<file path="src/rtl/rst_ctrl_pkg.sv">
package rst_ctrl_pkg;
  localparam int unsigned DATA_W   = 8;
  localparam int unsigned ADDR_W   = 16;
  localparam int unsigned TRIG_BIT = 2;   // write-only action bit
  localparam int unsigned TYPE_BIT = 1;   // held reset-type bit
  localparam logic [ADDR_W-1:0] PORT_ADDR = 16'h0CF9;

  typedef logic [DATA_W-1:0] byte_t;
endpackage

</file>
<file path="src/rtl/rst_ctrl_decode.sv">
module rst_ctrl_decode #(
  parameter int unsigned ADDR_W = 16,
  parameter logic [ADDR_W-1:0] PORT_ADDR = '0,
  parameter int unsigned DATA_W = 8,
  parameter int unsigned TRIG_BIT = 2
) (
  input  logic [ADDR_W-1:0] addr_i,
  input  logic              wr_i,
  input  logic              rd_i,
  input  logic [DATA_W-1:0] wdata_i,
  output logic              rd_hit_o,
  output logic              store_o,
  output logic              trig_o
);
  logic hit;
  assign hit      = (addr_i == PORT_ADDR);
  assign rd_hit_o = rd_i && hit;
  assign trig_o   = wr_i && hit && wdata_i[TRIG_BIT];
  assign store_o  = wr_i && hit && !wdata_i[TRIG_BIT];
endmodule

</file>
<file path="src/rtl/rst_ctrl_store.sv">
module rst_ctrl_store #(
  parameter int unsigned DATA_W = 8,
  parameter int unsigned TYPE_BIT = 1
) (
  input  logic              clk_i,
  input  logic              rst_ni,
  input  logic              store_i,
  input  logic [DATA_W-1:0] wdata_i,
  output logic [DATA_W-1:0] val_o
);
  localparam logic [DATA_W-1:0] KEEP_MASK = DATA_W'(1) << TYPE_BIT;

  logic [DATA_W-1:0] val_q;

  always_ff @(posedge clk_i or negedge rst_ni) begin
    if (!rst_ni)      val_q <= '0;
    else if (store_i) val_q <= wdata_i & KEEP_MASK;
  end

  assign val_o = val_q;
endmodule

</file>
<file path="src/rtl/rst_ctrl_pulse.sv">
module rst_ctrl_pulse (
  input  logic clk_i,
  input  logic rst_ni,
  input  logic trig_i,
  output logic req_o
);
  logic req_q;

  always_ff @(posedge clk_i or negedge rst_ni) begin
    if (!rst_ni) req_q <= 1'b0;
    else         req_q <= trig_i;
  end

  assign req_o = req_q;
endmodule

</file>
<file path="src/rtl/rst_ctrl_port.sv">
module rst_ctrl_port
  import rst_ctrl_pkg::*;
#(
  parameter int unsigned P_ADDR_W = ADDR_W,
  parameter logic [P_ADDR_W-1:0] P_PORT_ADDR = PORT_ADDR
) (
  input  logic                clk_i,
  input  logic                rst_ni,
  input  logic [P_ADDR_W-1:0] addr_i,
  input  logic                wr_i,
  input  logic                rd_i,
  input  logic [DATA_W-1:0]   wdata_i,
  output logic [DATA_W-1:0]   rdata_o,
  output logic                rst_req_o
);
  logic  rd_hit, store, trig;
  byte_t held;

  rst_ctrl_decode #(
    .ADDR_W(P_ADDR_W), .PORT_ADDR(P_PORT_ADDR),
    .DATA_W(DATA_W), .TRIG_BIT(TRIG_BIT)
  ) u_decode (
    .addr_i(addr_i), .wr_i(wr_i), .rd_i(rd_i), .wdata_i(wdata_i),
    .rd_hit_o(rd_hit), .store_o(store), .trig_o(trig)
  );

  rst_ctrl_store #(.DATA_W(DATA_W), .TYPE_BIT(TYPE_BIT)) u_store (
    .clk_i(clk_i), .rst_ni(rst_ni), .store_i(store),
    .wdata_i(wdata_i), .val_o(held)
  );

  rst_ctrl_pulse u_pulse (
    .clk_i(clk_i), .rst_ni(rst_ni), .trig_i(trig), .req_o(rst_req_o)
  );

  assign rdata_o = rd_hit ? held : '0;
endmodule

</file>
<file path="config.mk">
export PLATFORM = sky130hd
export DESIGN_NAME = rst_ctrl_port
export DESIGN_NICKNAME = d
export VERILOG_FILES = /design/src/rtl/rst_ctrl_pkg.sv /design/src/rtl/rst_ctrl_decode.sv /design/src/rtl/rst_ctrl_store.sv /design/src/rtl/rst_ctrl_pulse.sv /design/src/rtl/rst_ctrl_port.sv
export SDC_FILE = /design/constraint.sdc
export NUM_CORES = 1
export LEC_CHECK = 0
export ABC_CLOCK_PERIOD_IN_PS = 1550
export CAP_MARGIN = 0
export CORE_AREA = 2 2 39 41
export DETAILED_ROUTE_END_ITERATION = 8
export DIE_AREA = 0 0 41 43
export GPL_ROUTABILITY_DRIVEN = 0
export SETUP_SLACK_MARGIN = 0.15
export SLEW_MARGIN = 0
export SYNTH_ARGS = -nofsm -noshare
export SYNTH_HDL_FRONTEND = slang
export SYNTH_SLANG_ARGS = --single-unit
</file>
<file path="constraint.sdc">
create_clock -name clk_i -period 1.55 [get_ports clk_i]
set_input_delay 0.2325 -clock clk_i [delete_from_list [all_inputs] [get_ports clk_i]]
set_output_delay 0.2325 -clock clk_i [all_outputs]
set_load 0.01 [all_outputs]
</file>
# ---- Word level (Yosys, flattened, before mapping)
# Index checks and enable logic that the tools add are counted.
dict set report op_classes {
  shifts 0
  n_div 0
  bitwise 0
  mux 1
  n_mul 0
  n_eq_ne 1
  magnitude_cmp 0
  n_reduce_logical 5
  add_sub_neg 0
}
# operator n
set op_table {}
lappend op_table {{16-bit by 12-bit equality test with 1-bit output, second input constant} 1}
lappend op_table {{1-bit logical AND} 4}
lappend op_table {{2-bit two-way mux} 1}
lappend op_table {{1-bit zero test} 1}
dict set report word_totals {
  latchBits 0
  memories 0
  output_inout_bits 9
  mem_bits_rw 0
  inputBits 28
  reg_bits 2
  mem_bits_ro 0
}

# ---- Logic depth before layout (Yosys ltp)
dict set report depth {
  word_depth 3
  mapped_depth 4
  ltp_nobuf 4
}

# ---- Modules after synthesis
# Synthesis repeated with hierarchy kept, for this count alone.
dict set report hier_totals {
  cells_unflattened 27
  area_unflattened_um2 260.2
}
# mod area_per_inst_um2 cells_per_inst n_inst seq_area_each_um2
set modules_own_cells {}
lappend modules_own_cells {rst_ctrl_store 96.3 10 1 25.0}
lappend modules_own_cells {rst_ctrl_decode 88.8 8 1 0.0}
lappend modules_own_cells {rst_ctrl_port 50.0 8 1 0.0}
lappend modules_own_cells {rst_ctrl_pulse 25.0 1 1 25.0}

# ---- Least setup slack after synthesis
# OpenSTA, ideal clock, no wires.
dict set report synth_path {
  kind {in2reg}
  start {input addr_i[12]}
  end {register u_store.val_q[1], in the netlist u_store.val_o[1]}
  required_time_ns 1.425
  t_arrival_ns 1.405
  slack_ns 0.020
  stages 4
  n_path_buf 0
  setup_ns 0.125
  cell_sequence {or4_4 > nor4_4 > nand3b_1 > mux2_4}
}
dict set report synth_via {
  elab_chain_cells 3
}
# element line
set synth_rtl {}
lappend synth_rtl {{start, declared} rst_ctrl_port.sv:9} ;# input logic [P_ADDR_W-1:0] addr_i,
lappend synth_rtl {{16-bit by 12-bit equality test with 1-bit output} rst_ctrl_decode.sv:16} ;# assign hit = (addr_i == PORT_ADDR);
lappend synth_rtl {{1-bit logical AND (2 in a row)} rst_ctrl_decode.sv:19} ;# assign store_o = wr_i && hit && !wdata_i[TRIG_BIT];
lappend synth_rtl {{end signal, assigned} rst_ctrl_store.sv:17} ;# else if (store_i) val_q <= wdata_i & KEEP_MASK;
lappend synth_rtl {{end, declared} rst_ctrl_store.sv:13} ;# logic [DATA_W-1:0] val_q;
# Every way passes these cells.
# A chain may end at the register's enable or synchronous reset.

# ---- Worst setup path in the final report
dict set report layout_path {
  start {input addr_i[14]}
  end {output rdata_o[1]}
}
dict set report layout_via {
  elab_chain_cells 3
}
# element line
set layout_rtl {}
lappend layout_rtl {{16-bit by 12-bit equality test with 1-bit output} rst_ctrl_decode.sv:16}
lappend layout_rtl {{1-bit logical AND} rst_ctrl_decode.sv:17} ;# assign rd_hit_o = rd_i && hit;
lappend layout_rtl {{2-bit two-way mux} rst_ctrl_port.sv:36} ;# assign rdata_o = rd_hit ? held : '0;
lappend layout_rtl {{end, declared} rst_ctrl_port.sv:13} ;# output logic [DATA_W-1:0] rdata_o,
# Every way passes these cells.

==> metrics.cfg <==
[status]
run_status=finished, violations left
failed_checks=setup timing

[logic_synthesis]
yosys_register_bits=2
synth.yosys.seq_area_share_pct=24.7
synthCells=19
synth.yosys.warnings=0
synth.lib_cells_used.distinct=10
synth.avg_cell_area_sq_um=10.7
synth_area_sq_um=203

[routing]
antenna_violating_nets_post_route=0
routed_wirelength_microns=617
detailed_route_iter0_violations=0
drc_errors_left=0
met2WireLength_microns=412
highest-signal-layer=met3
routed_wire_length_per_instance_microns=10.1
met3_wl_microns=21
dr_total_vias=223
m1WireLength_microns=183
viasPerCell=3.66
drt_pre_antenna_iters=1

[critical_path]
worst-endpoint-arrival_ns=1.33
required_time_of_the_worst_setup_path_ns=1.32
critPathLaunchType=input port
critical_path_peak_fanout=2
setup.worst_path.class=input port to output pin
r2r-start=u_store.val_o[1]$_DFFE_PN0P_
worst-r2r-cell-count=1
worst_setup_path_end_kind=output pin
timing.reg2reg.setup_slack_ns=0.81
rr_endpoint=u_store.val_o[1]$_DFFE_PN0P_

[finish]
area_growth_pct=128
final_layout_size_suffix_gt1_share_pct=26.7
seqCellArea_sq_um=50.0
antennaDiodeCount=0
layout.nets=75
instances_no_fill=61
layout.cells.most_common_list=dlygate4sd2_1 (8), conb_1 (7), clkdlybuf4s50_1 (6)
layout_commonest_cell=dlygate4sd2_1
multi_input_area_sq_um=139
n_fill_cell=157

[timing]
finalHoldViolCount=0
setup_tns_ns=-0.00825
setup_ws_ns=-0.00825
number_of_setup_violations_in_the_final_report=1
hold_ws_ns=0.181
final-max-slew-violation-count=0
clock-skew-final_ns=0
timing.final.crit_period_ns=1.56
rsz0062_at_grt=yes
max_clock_freq_ghz=0.642
timing.final.crit_share_pct=101

[die]
floorplan.die.height_microns=43
floorplan.core_area_sq_um=1380
initial_core_util_pct=14.6
die_area_sq_um=1760
number_of_rows_created_at_floorplan=14
fp.dieW_microns=41
design.portCount=37

[placed_design]
place_inst=57
place_ws_ns=-0.765
port-buffer-count=23
detailedPlacementHpwl_microns=506

[power]
power_leakage_uw=0.000259
peak_supply_drop_uv=94.1
powerDensity_nw_per_um2=485

[clocking]
ctsRootBufferMaster=clkbuf_4
cts-htree-levels=1
clock_tree.buffer_depth=2
insertion_delay_ns=0.22
tritoncts=yes
clk_pin_slew_ns=0.03
cts_buffers=3
clock_sinks=2

[grt]
grt_first_pass_wirelength_microns=855
grt_use_total_pct=7.91
grt_remaining_overflow=0
grt_pass1_vias=224
grt_max_degree=4
grt_antenna_before_repair=0

[flow_run]
cap_viol_max_count=0

[hold_path]
worstHoldPathType=input port to asynchronous set/reset pin

[state kept, by name (all words and copies together) (netlist names)]
name           count
u_store.val_o      1
u_pulse.req_o      1
[cells in the mapped netlist]
cell       count  area share [%]
buf_4          7              26
and3_1         2             6.2
dfrtp_1        2              25
nand4b_1       2             8.6
conb_1         1             1.9
mux2_4         1             7.4
nand3b_1       1             3.7
nand4bb_1      1             5.6
nor4_4         1              10
or4_4          1             5.6
[critical path, stage by stage]
cell and delay, ns:
buf_6 0.09, or4_4 0.53, nor4_4 0.17, and3_1 0.18, buf_2 0.12
[kinds of logic after synthesis]
group	count (synthesis)	share of synthesized area, %
buffers and inverters	7	25.9
flip-flops	2	24.7
multiplexers	1	7.41
other	1	1.85
AND/OR/NAND/NOR	8	40.1
[power breakdown]
group	total, uW	internal [uW]	switching, uW
Combinational	60.9	41.3	19.6
Sequential	52.7	52.7	0.00279
Clock	110	85.0	25.4
[per-layer routing]
metal  up-vias  track usage [%]
met5         -                0
met4         0             8.00
met3         0             3.14
met2         6             14.4
met1       107             4.78
li1        110                -
[final cells by class]
type                            count  area share [%]
Clock buffer                        3            4.88
Sequential cell                     2            10.8
Multi-Input combinational cell     16            30.1
Timing Repair Buffer               24            49.9
Tap cell                           16            4.34
[worst max path at each step]
stage / from / end / slack (ns) / cells after the start
floorplan: addr_i[12] / u_store.val_o[1]$_DFFE_PN0P_ / 0.1 / 4
CTS: addr_i[2] / rdata_o[1] / -0.12 / 5
global placement: addr_i[12] / rdata_o[1] / -0.77 / 5
global route: addr_i[14] / rdata_o[1] / -0.08 / 5
finish: addr_i[14] / rdata_o[1] / -0.008 / 5
detailed placement: addr_i[12] / rdata_o[1] / -0.76 / 5
[stage by stage]
stage	power, uW	util (%)	instance area, sq um
floorplan	79.6	-	225
global placement	119	30.6	423
detailed placement	120	30.6	423
CTS	229	31.6	438
global route	240	33.4	462
finish	224	33.4	462
[repair_timing]
action | in CTS | in global routing
setup buffers | 0 | 1
gates cloned | 0 | 0
resized for setup | 25 | 5
hold buffers | 0 | 0
endpoints found under the setup margin | 3 | 2
pin swaps | 5 | 4
Note: power is estimated with default switching activity, not from simulation.
